[config.mk]
export PLATFORM = sky130hd
export DESIGN_NAME = i2c_bitlink
export DESIGN_NICKNAME = d
export VERILOG_FILES = /design/src/rtl/i2c_bitlink_pkg.sv /design/src/rtl/i2c_line_sync.sv /design/src/rtl/i2c_cond_detect.sv /design/src/rtl/i2c_bitlink.sv
export SDC_FILE = /design/constraint.sdc
export NUM_CORES = 1
export LEC_CHECK = 0
export ABC_AREA = 1
export BUFFER_PORTS_ARGS = -buffer_cell sky130_fd_sc_hd__clkbuf_2
export CAP_MARGIN = 20
export CORE_UTILIZATION = 30
export DETAILED_ROUTE_END_ITERATION = 10
export SLEW_MARGIN = 20
export SYNTH_ARGS = -nofsm -noshare
export SYNTH_HDL_FRONTEND = slang
export SYNTH_SLANG_ARGS = --single-unit
export TNS_END_PERCENT = 5
[constraint.sdc]
create_clock -name clk -period 1.09 [get_ports clk]
set_input_delay 0.2725 -clock clk [delete_from_list [all_inputs] [get_ports clk]]
set_output_delay 0.2725 -clock clk [all_outputs]
set_load 0.1 [all_outputs]
[src/rtl/i2c_bitlink_pkg.sv]
package i2c_bitlink_pkg;

    typedef enum logic [2:0] {
        M_IDLE,
        M_WAIT_BUS,
        M_START,
        M_LOW,
        M_HIGH,
        M_STOP_A,
        M_STOP_B
    } mst_state_e;

    typedef struct packed {
        logic       slave_en;
        logic       master_req;
        logic       rdy;
        logic       rx_bit;
        logic       tx_pend;
        logic       tx_val;
        logic       tx_bit;
        logic       stop_pend;
        mst_state_e state;
    } core_regs_t;

    localparam int CFG_SLAVE_BIT  = 0;
    localparam int CFG_MASTER_BIT = 1;
    localparam int CTL_TX_BIT     = 0;
    localparam int CTL_STOP_BIT   = 1;

    localparam core_regs_t CORE_RST = '{
        slave_en:   1'b0,
        master_req: 1'b0,
        rdy:        1'b0,
        rx_bit:     1'b0,
        tx_pend:    1'b0,
        tx_val:     1'b1,
        tx_bit:     1'b1,
        stop_pend:  1'b0,
        state:      M_IDLE
    };

endpackage

[src/rtl/i2c_line_sync.sv]
module i2c_line_sync #(
    parameter int STAGES = 2
) (
    input  logic clk,
    input  logic rst_n,
    input  logic din,
    output logic dout
);
    localparam int TOP = STAGES - 1;

    logic [TOP:0] chain_d, chain_q;

    generate
        if (STAGES > 1) begin : g_multi
            always_comb chain_d = {chain_q[TOP-1:0], din};
        end else begin : g_single
            always_comb chain_d = din;
        end
    endgenerate

    always_ff @(posedge clk or negedge rst_n) begin
        if (!rst_n) chain_q <= '1;
        else        chain_q <= chain_d;
    end

    assign dout = chain_q[TOP];
endmodule

[src/rtl/i2c_cond_detect.sv]
module i2c_cond_detect (
    input  logic clk,
    input  logic rst_n,
    input  logic scl_s,
    input  logic sda_s,
    output logic scl_rise,
    output logic start_p,
    output logic stop_p,
    output logic busy
);
    typedef struct packed {
        logic scl_prev;
        logic sda_prev;
        logic busy;
    } det_regs_t;

    det_regs_t r_q, r_d;
    logic      scl_held_high;

    always_comb begin
        scl_held_high = scl_s & r_q.scl_prev;
        scl_rise      = scl_s & ~r_q.scl_prev;
        start_p       = scl_held_high & r_q.sda_prev & ~sda_s;
        stop_p        = scl_held_high & ~r_q.sda_prev & sda_s;
        r_d           = r_q;
        r_d.scl_prev  = scl_s;
        r_d.sda_prev  = sda_s;
        if (start_p)     r_d.busy = 1'b1;
        else if (stop_p) r_d.busy = 1'b0;
    end

    always_ff @(posedge clk or negedge rst_n) begin
        if (!rst_n) r_q <= '{scl_prev: 1'b1, sda_prev: 1'b1, busy: 1'b0};
        else        r_q <= r_d;
    end

    assign busy = r_q.busy;

    p_busy_on_start_r3: assert property (@(posedge clk) disable iff (!rst_n)
        start_p |=> busy);
    p_busy_off_stop_r3: assert property (@(posedge clk) disable iff (!rst_n)
        stop_p |=> !busy);
endmodule

[src/rtl/i2c_bitlink.sv]
module i2c_bitlink
    import i2c_bitlink_pkg::*;
#(
    parameter int SYNC_STAGES = 2,
    parameter int CFG_W       = 8,
    parameter int CTL_W       = 8
) (
    input  logic             clk,
    input  logic             rst_n,
    input  logic             cfg_we,
    input  logic [CFG_W-1:0] cfg_wdata,
    output logic [CFG_W-1:0] cfg_rd,
    input  logic             ctl_we,
    input  logic [CTL_W-1:0] ctl_wdata,
    output logic             rdy,
    output logic             attn,
    output logic             rx_bit,
    output logic             bus_busy,
    output logic             start_seen,
    output logic             stop_seen,
    input  logic             scl_i,
    input  logic             sda_i,
    output logic             scl_oe,
    output logic             sda_oe,
    input  logic             tmin_i,
    input  logic             timeout_i
);
    localparam int NLINES = 2;

    logic [NLINES-1:0] line_raw, line_s;
    logic              scl_s, sda_s, scl_rise, start_p, stop_p, busy;
    logic              unused_wbits;

    assign line_raw = {sda_i, scl_i};

    generate
        for (genvar g = 0; g < NLINES; g++) begin : g_sync
            i2c_line_sync #(.STAGES(SYNC_STAGES)) u_sync (
                .clk  (clk),
                .rst_n(rst_n),
                .din  (line_raw[g]),
                .dout (line_s[g])
            );
        end
    endgenerate

    assign scl_s = line_s[0];
    assign sda_s = line_s[1];

    i2c_cond_detect u_det (
        .clk     (clk),
        .rst_n   (rst_n),
        .scl_s   (scl_s),
        .sda_s   (sda_s),
        .scl_rise(scl_rise),
        .start_p (start_p),
        .stop_p  (stop_p),
        .busy    (busy)
    );

    core_regs_t r_q, r_d;
    logic       en_q, en_d, set_rdy, mst_scl_low, mst_sda_low;

    always_comb begin
        r_d     = r_q;
        set_rdy = 1'b0;

        if (cfg_we) begin
            r_d.slave_en   = cfg_wdata[CFG_SLAVE_BIT];
            r_d.master_req = cfg_wdata[CFG_MASTER_BIT];
        end

        unique case (r_q.state)
            M_IDLE:
                if (r_q.master_req) r_d.state = busy ? M_WAIT_BUS : M_START;
            M_WAIT_BUS:
                if (!busy) r_d.state = M_START;
            M_START:
                if (tmin_i) begin
                    r_d.state  = M_LOW;
                    r_d.tx_bit = 1'b0;
                    set_rdy    = 1'b1;
                end
            M_LOW:
                if (tmin_i && !r_q.rdy && !scl_s && !r_q.tx_pend) begin
                    if (r_q.stop_pend) begin
                        r_d.state     = M_STOP_A;
                        r_d.stop_pend = 1'b0;
                    end else begin
                        r_d.state = M_HIGH;
                    end
                end
            M_HIGH:
                if (tmin_i && scl_s) r_d.state = M_LOW;
            M_STOP_A:
                if (tmin_i && !scl_s) r_d.state = M_STOP_B;
            M_STOP_B:
                if (tmin_i && scl_s) begin
                    r_d.state      = M_IDLE;
                    r_d.master_req = 1'b0;
                end
            default: r_d.state = M_IDLE;
        endcase

        if (ctl_we) r_d.rdy = 1'b0;
        if (scl_rise || set_rdy) r_d.rdy = 1'b1;
        if (scl_rise) r_d.rx_bit = sda_s;

        if (ctl_we) begin
            if (ctl_wdata[CTL_STOP_BIT]) begin
                r_d.stop_pend = 1'b1;
            end else begin
                r_d.tx_pend = 1'b1;
                r_d.tx_val  = ctl_wdata[CTL_TX_BIT];
            end
        end else if (r_q.tx_pend && !scl_s) begin
            r_d.tx_bit  = r_q.tx_val;
            r_d.tx_pend = 1'b0;
        end

        if (timeout_i) r_d = CORE_RST;

        if (!r_d.master_req) begin
            r_d.state     = M_IDLE;
            r_d.stop_pend = 1'b0;
        end

        en_d = r_d.slave_en | r_d.master_req;
        if (!en_d) begin
            r_d.rdy     = 1'b0;
            r_d.tx_pend = 1'b0;
            r_d.tx_bit  = 1'b1;
        end
    end

    always_ff @(posedge clk or negedge rst_n) begin
        if (!rst_n) r_q <= CORE_RST;
        else        r_q <= r_d;
    end

    always_comb begin
        en_q        = r_q.slave_en | r_q.master_req;
        mst_scl_low = (r_q.state == M_LOW) || (r_q.state == M_STOP_A);
        mst_sda_low = (r_q.state == M_START) || (r_q.state == M_STOP_A) ||
                      (r_q.state == M_STOP_B);
        scl_oe      = mst_scl_low | (en_q & r_q.rdy & ~scl_s);
        sda_oe      = mst_sda_low | (en_q & ~r_q.tx_bit);
        cfg_rd                 = '0;
        cfg_rd[CFG_SLAVE_BIT]  = r_q.slave_en;
        cfg_rd[CFG_MASTER_BIT] = r_q.master_req;
    end

    assign rdy          = r_q.rdy;
    assign attn         = r_q.rdy;
    assign rx_bit       = r_q.rx_bit;
    assign bus_busy     = busy;
    assign start_seen   = start_p;
    assign stop_seen    = stop_p;
    assign unused_wbits = ^{cfg_wdata, ctl_wdata};

    p_disabled_idle_r2: assert property (@(posedge clk) disable iff (!rst_n)
        !en_q |-> (r_q.state == M_IDLE && !r_q.rdy && !scl_oe && !sda_oe));

    p_timeout_clear_r11: assert property (@(posedge clk) disable iff (!rst_n)
        timeout_i |=> (!r_q.slave_en && !r_q.master_req));

    p_tx_low_only_r6: assert property (@(posedge clk) disable iff (!rst_n)
        (en_q && $past(en_q) && !$stable(r_q.tx_bit) && $past(r_q.state) != M_START)
        |-> !$past(scl_s));

    p_rdy_source_r4: assert property (@(posedge clk) disable iff (!rst_n)
        $rose(r_q.rdy) |-> ($past(scl_rise) || $past(r_q.state) == M_START));

    p_tmin_gate_r9: assert property (@(posedge clk) disable iff (!rst_n)
        (r_q.state != $past(r_q.state) && r_q.state != M_IDLE &&
         $past(r_q.state) != M_IDLE && $past(r_q.state) != M_WAIT_BUS)
        |-> $past(tmin_i));
endmodule

==> results of run 1 <==
[path summary, 6_finish.rpt]
| check | startpoint | end | slack, ns | depth (start not counted) |
|---|---|---|---|---|
| setup reg to reg | g_sync[0].u_sync.chain_q[1] | r_q[1] | -0.25 | 9 |
| min in group asynchronous | rst_n | r_q[3] | 0.45 | 2 |
| setup / recovery | g_sync[0].u_sync.chain_q[1] | start_seen | -0.49 | 3 |
| hold reg to reg | g_sync[0].u_sync.chain_q[0] | g_sync[0].u_sync.chain_q[1] | 0.36 | 0 |
| max in group asynchronous | rst_n | attn | 0.30 | 2 |
| hold / removal | sda_i | g_sync[1].u_sync.chain_q[0] | 0.06 | 1 |
[power groups by stage]
stage | registers, mW | logic (mW) | clock network, mW
final | 0.764 | 0.724 | 0.405
after global routing | 0.769 | 0.772 | 0.436
after CTS | 0.764 | 0.719 | 0.421
after detailed placement | 0.773 | 0.696 | 0
after global placement | 0.771 | 0.696 | 0
after floorplan | 0.853 | 0.374 | 0
[final cells by class]
class                           count  area [um^2]
Fill cell                         316         1520
Multi-Input combinational cell     92          512
Timing Repair Buffer               50          494
Sequential cell                    18          469
Inverter                           18         71.3
Tap cell                           44         55.1
Clock buffer                        4         36.3
[layer usage]
metal / part of all wire, % / wire, um
met1: 44 / 1020
met2: 53 / 1240
met3: 2.7 / 63
met4: 0.43 / 10
met5: 0 / 0
[state kept, by name (all words and copies together), names as in the netlist]
register               cells
attn                       1
u_det.busy                 1
cfg_rd                     2
g_sync.u_sync.chain_q      4
r_q                        7
u_det.r_q                  2
rx_bit                     1
[worst max-delay path, delay by kind of cell, from the launching register on]
kind,cells,cell delay (ns)
flops,1,0.58
buf+inv,2,0.29
simple gates,1,0.16
[metrics by stage]
| stage | std cells | cell area, um^2 | power, mW | setup WS, ns | hold slack (ns) |
|---|---|---|---|---|---|
| after floorplan | 139 | 1110 | 1.23 | -0.524 | -0.0231 |
| after global placement | 218 | 1520 | 1.47 | -0.243 | 0.231 |
| after detailed placement | 218 | 1520 | 1.47 | -0.253 | 0.236 |
| after CTS | 224 | 1610 | 1.90 | -0.514 | 0.0459 |
| after global routing | 226 | 1640 | 1.98 | -0.542 | 0.0404 |
| final | 226 | 1640 | 1.89 | -0.491 | 0.0567 |
[cell families (layout without fill, tap and decap cells)]
family | after synthesis | count (layout) | synth area share, %
AOI/OAI and AO/OA | 16 | 16 | 9.11
buffers and inverters | 29 | 72 | 14.9
DFF | 18 | 18 | 44.7
other | 1 | 6 | 0.364
and+or+nand+nor | 70 | 70 | 30.9
[synthesized netlist by cell type (all sizes together)]
cell	instances
a21oi	5
a22oi	1
a31oi	1
buf	11
conb	1
dfrtp	10
dfstp	8
inv	18
nand2	25
nand3	16
nand4	3
nor2	26
o211ai	1
o21ai	6
o221ai	2
[what timing repair did]
item | 4_1_cts | 5_1_grt
pin swaps | 2 | 1
cloned | 0 | 0
buffers inserted | 1 | 2
endpoints found under the hold margin | 10 | 0
hold buffers | 1 | 0
endpoints found under the setup margin | 20 | 19
resized for setup | 12 | 5
==> impl_metrics.ini, run 1 <==
[grt]
global_route.usage.met1_pct = 17.9
antenna_found_initial = 0
global_route.usage.total_pct = 14.6
overflow = 0
use_met2_pct = 27.3
gr-usage-met3_pct = 1.28
largest_net_degree_at_the_start_of_global_routing = 19
grt_pass1_vias = 967
global_route_wire_length_before_repair_mm = 4.02
grt-busiest-layer = met2

[worst_setup_path]
crit_chain = nand4_1 -> clkinvlp_4 -> buf_12
critical_path_peak_fanout = 5
cp_slowest_cell = sky130_fd_sc_hd__dfstp_2
cp.required_ns = 0.82
setup.worst_path.end_class = primary output
critical_path_class = flip-flop to primary output
arrival_ns = 1.31
critical_path_s_largest_stage_delay_ns = 0.58
startpoint_kind_of_the_worst_setup_timing_path = flip-flop

[sta]
finalWorstSetupSlack_ns = -0.491
setup_viol = 19
grt_setup_unrepaired = yes
post_route_fraction_of_the_period_consumed_by_the_critical_path_pct = 145
finalHoldViolCount = 0
final_setup_skew_ns = 0.00484
setup_tns_after_final_layout_ns = -4.78
finalMaxSlewViolations = 0
fmaxAchievable_ghz = 0.633
layout_min_cycle_time_ns = 1.58

[logic_synthesis]
synth_top_area_cell = sky130_fd_sc_hd__dfrtp_1
yosysWarnings = 0
netlist_area_mm2 = 0.00103
ys_seq_elements = 18
post_synth_inst_count = 134
post_synth_main_area_contributors = sky130_fd_sc_hd__dfrtp_1, sky130_fd_sc_hd__dfstp_2, sky130_fd_sc_hd__nand2_1, sky130_fd_sc_hd__nor2_1, sky130_fd_sc_hd__buf_4
yosysTopAreaCellShare_pct = 24.3
synth.distinct_cells = 21
synth_seq_area_share_pct = 44.7
avgSynthCellArea_um2 = 7.68

[pwr]
power.static_leakage_nw = 0.794
ir_drop_mv = 0.642
power.density_mw_per_mm2 = 1160
pwr-share-clk_pct = 21.4
p_int_mw = 1.19
switching_pwr_uw = 706
share_seq_of_total_power_pct = 40.4
pwr-share-comb_pct = 38.3
p_sw_share_pct = 37.3

[clocking]
clock_insertion_delay_worst_skew_ns = 0.29
ctsHtreeMaxLevel = 1
cts_max_path_buffers = 2
cts_inserted_buffers = 3
ctsRootBufferMaster = sky130_fd_sc_hd__clkbuf_4
clkTransAtPathRegs_ns = 0.10
clock_tree_from_tritoncts = done
tritoncts_num_sinks = 18

[place]
globalplace.congestion = 0.825
total_of_buffers_placed_on_input_and_output_ports = 21
post-dp-hpwl_mm = 1.94

[drt]
drt_iter0_drc = 20
firstDrtPassIters = 4
drc = 0
routed_wire_length_per_instance_um = 10.3
ant_nets = 0
via_per_inst = 4.36
vias = 985
drt-total-wl_mm = 2.33

[floorplan]
fp-row-count = 20
chipWidth_um = 60.6
core_area_mm2 = 0.00315
design.portCount = 40
dieArea_mm2 = 0.00367
height_of_the_die_um = 60.6
floorplan.initialDensity_pct = 32.7

[layout]
num-nets-final = 207
layout-area-overhead-vs-synth_pct = 59.1
fin_util_pct = 51.9
insertedDiodeCount = 0
most_common_library_cell_in_the_layout_ignoring_fill_and_taps = sky130_fd_sc_hd__buf_4
layout_common_cells = sky130_fd_sc_hd__buf_4, sky130_fd_sc_hd__nand2_1, sky130_fd_sc_hd__nor2_1, sky130_fd_sc_hd__nand3_1, sky130_fd_sc_hd__inv_1
layout-drive-gt1-share_pct = 48.4

[run]
max_cap_viol_count = 0

[hold_path]
hold_path.class = input port to flip-flop

[outcome]
outcome = finished, violations left
failed_checks = negative setup slack
(Power assumes the default switching activity.)
==> inputs of run 2 (changes only) <==
--- a/config.mk
+++ b/config.mk
@@ -6,12 +6,14 @@
 export NUM_CORES = 1
 export LEC_CHECK = 0
 export ABC_AREA = 1
-export BUFFER_PORTS_ARGS = -buffer_cell sky130_fd_sc_hd__clkbuf_2
+export BUFFER_PORTS_ARGS = -buffer_cell sky130_fd_sc_hd__buf_4
 export CAP_MARGIN = 20
 export CORE_UTILIZATION = 30
 export DETAILED_ROUTE_END_ITERATION = 10
+export SKIP_LAST_GASP = 1
 export SLEW_MARGIN = 20
 export SYNTH_ARGS = -nofsm -noshare
 export SYNTH_HDL_FRONTEND = slang
+export SYNTH_HIERARCHICAL = 1
 export SYNTH_SLANG_ARGS = --single-unit
 export TNS_END_PERCENT = 5
==> impl_metrics.ini, run 2 <==
[outcome]
outcome = finished, violations left
failed_checks = negative setup slack

[worst_setup_path]
critical_path_peak_fanout = 6
arrival_ns = 1.34
critical_path_class = flip-flop to primary output
setup.worst_path.end_class = primary output
cp.required_ns = 0.82
startpoint_kind_of_the_worst_setup_timing_path = flip-flop

[drt]
drt-total-wl_mm = 2.35
via_per_inst = 4.40
ant_nets = 0
firstDrtPassIters = 3
drt_iter0_drc = 19
drc = 0
vias = 1008
routed_wire_length_per_instance_um = 10.3

[layout]
num-nets-final = 208
layout-drive-gt1-share_pct = 45.4
layout_common_cells = sky130_fd_sc_hd__buf_4, sky130_fd_sc_hd__nand2_1, sky130_fd_sc_hd__nor2_1, sky130_fd_sc_hd__nand3_1, sky130_fd_sc_hd__inv_1
final-instance-count-excl-fill = 229
seq_area_um2 = 462
fin_util_pct = 45.5
largest_reg_flops = 7
multiInputGateArea_um2 = 498
top_register = r_q
most_common_library_cell_in_the_layout_ignoring_fill_and_taps = sky130_fd_sc_hd__buf_4
insertedDiodeCount = 0
reg.largest.list = r_q: 7 flops, g_sync.u_sync/chain_q: 4 flops
n_fill_cell = 339
layout-area-overhead-vs-synth_pct = 44.5

[sta]
post_route_fraction_of_the_period_consumed_by_the_critical_path_pct = 148
final.hold.worst_slack_ns = 0.0868
finalHoldViolCount = 0
grt_setup_unrepaired = yes
setup_viol = 19
finalMaxSlewViolations = 0
final_setup_skew_ns = 0.00413
fmaxAchievable_ghz = 0.622
layout_min_cycle_time_ns = 1.61
finalWorstSetupSlack_ns = -0.518

[logic_synthesis]
synth-simple-area-share_pct = 31.9
synth_top_area_cell = sky130_fd_sc_hd__dfrtp_1
post_synth_inst_count = 138
synth_seq_area_share_pct = 43.4
number_of_synthesized_flops_with_an_enable_pin = 0
xor_xnor_portion_of_the_synthesized_cell_area_pct = 0
top_count_cell_post_synth = sky130_fd_sc_hd__nand2_1
synth_top_flop_cell = sky130_fd_sc_hd__dfrtp_1
post_synth_main_area_contributors = sky130_fd_sc_hd__dfrtp_1, sky130_fd_sc_hd__dfstp_2, sky130_fd_sc_hd__nand2_1, sky130_fd_sc_hd__nand3_1, sky130_fd_sc_hd__buf_4
asyncSetResetFlopFracSynth_pct = 100
synth-compound-area-share_pct = 9.45
avgSynthCellArea_um2 = 7.68
synth_top_family_by_area = simple AND/OR/NAND/NOR gates
yosysWarnings = 6
synth_adder_area_share_pct = 0
ys_seq_elements = 18
portion_of_netlist_area_occupied_by_mux_cells_pct = 0
netlist_area_mm2 = 0.00106
synth_top_cells_by_count = sky130_fd_sc_hd__nand2_1, sky130_fd_sc_hd__nor2_1, sky130_fd_sc_hd__nand3_1, sky130_fd_sc_hd__inv_1
synth.distinct_cells = 23
yosysTopAreaCellShare_pct = 23.6

[floorplan]
floorplan.initialDensity_pct = 31.5
dieArea_mm2 = 0.00377
fp-row-count = 21
chipWidth_um = 61.4
design.portCount = 40
core_area_mm2 = 0.00336
height_of_the_die_um = 61.4

[clocking]
ctsRootBufferMaster = sky130_fd_sc_hd__clkbuf_4
clock_tree_from_tritoncts = done
clkTransAtPathRegs_ns = 0.10
clock_insertion_delay_worst_skew_ns = 0.28
cts_max_path_buffers = 2
cts_inserted_buffers = 3
ctsHtreeMaxLevel = 1
tritoncts_num_sinks = 18

[grt]
global_route_wire_length_before_repair_mm = 4.28
grt_pass1_vias = 1018
overflow = 0
largest_net_degree_at_the_start_of_global_routing = 19
global_route.usage.total_pct = 15.4
antenna_found_initial = 0

[place]
placed_cells_incl_taps = 222
globalplace.congestion = 0.855
post-dp-hpwl_mm = 1.91
total_of_buffers_placed_on_input_and_output_ports = 21

[pwr]
ir_drop_mv = 0.686
power.static_leakage_nw = 0.817
power.density_mw_per_mm2 = 1130

[run]
max_cap_viol_count = 0

[hold_path]
hold_path.class = input port to flip-flop
-- run 2: timing repair --
item                       4_1_cts  5_1_grt
setup endpoints to repair       19       19
pin swaps                        1        0
buffers inserted                 2        0
hold buffers                     1        0
hold endpoints to repair        10        0
gates resized for setup         12        5
-- run 2: worst paths after layout --
kind                                        startpoint  cells after the start  slack [ns]                     endpoint
min reg2reg                g_sync[1].u_sync/chain_q[0]                      0        0.36  g_sync[1].u_sync/chain_q[1]
max reg2reg                                     r_q[0]                      8       -0.30                       r_q[4]
max in group asynchronous                        rst_n                      2        0.46                 u_det/r_q[1]
min                                              scl_i                      1        0.09  g_sync[0].u_sync/chain_q[0]
min in group asynchronous                        rst_n                      2        0.37                       r_q[6]
max                                             r_q[1]                      4       -0.52                       sda_oe
-- run 2: stage by stage --
step           setup TNS (ns)  setup WS [ns]  instance area, um^2  total power [mW]
6_report                -5.51         -0.518                 1530              1.73
5_1_grt                 -7.51         -0.592                 1530              1.82
4_1_cts                 -6.25         -0.537                 1520              1.76
3_5_place_dp            -3.11         -0.289                 1410              1.32
3_3_place_gp            -2.88         -0.271                 1410              1.31
2_1_floorplan           -6.88          -1.14                 1100              1.17
-- run 2: area by class of cell --
type / instances / share of cell area (%)
clock buffer: 4 / 2.37
multi-input combinational: 95 / 32.5
tap: 46 / 3.76
sequential: 18 / 30.1
timing repair buffer: 47 / 26.4
inverter: 19 / 4.82
-- run 2: critical path, stage by stage, from the launching register on --
cell,delay (ns)
sky130_fd_sc_hd__dfrtp_2,0.43
sky130_fd_sc_hd__buf_6,0.14
sky130_fd_sc_hd__inv_4,0.03
sky130_fd_sc_hd__o211ai_1,0.19
sky130_fd_sc_hd__buf_6,0.26
-- run 2: metal layers --
layer  part of all wire, %  GRT usage, %
met2                    50          27.3
met1                    47          19.7
met3                   2.7          2.52
met4                  0.38          3.81
met5                     0             0
-- run 2: power by group --
group	switching [mW]	total, mW	internal, mW	leakage [nW]
Sequential	0.0314	0.746	0.715	0.216
Clock	0.201	0.404	0.203	0.0210
Combinational	0.410	0.578	0.167	0.580
-- run 2: cell families after synthesis --
kind of cell,after synthesis
buffers and inverters,30
DFF,18
AOI/OAI and AO/OA,17
other,1
and+or+nand+nor,72
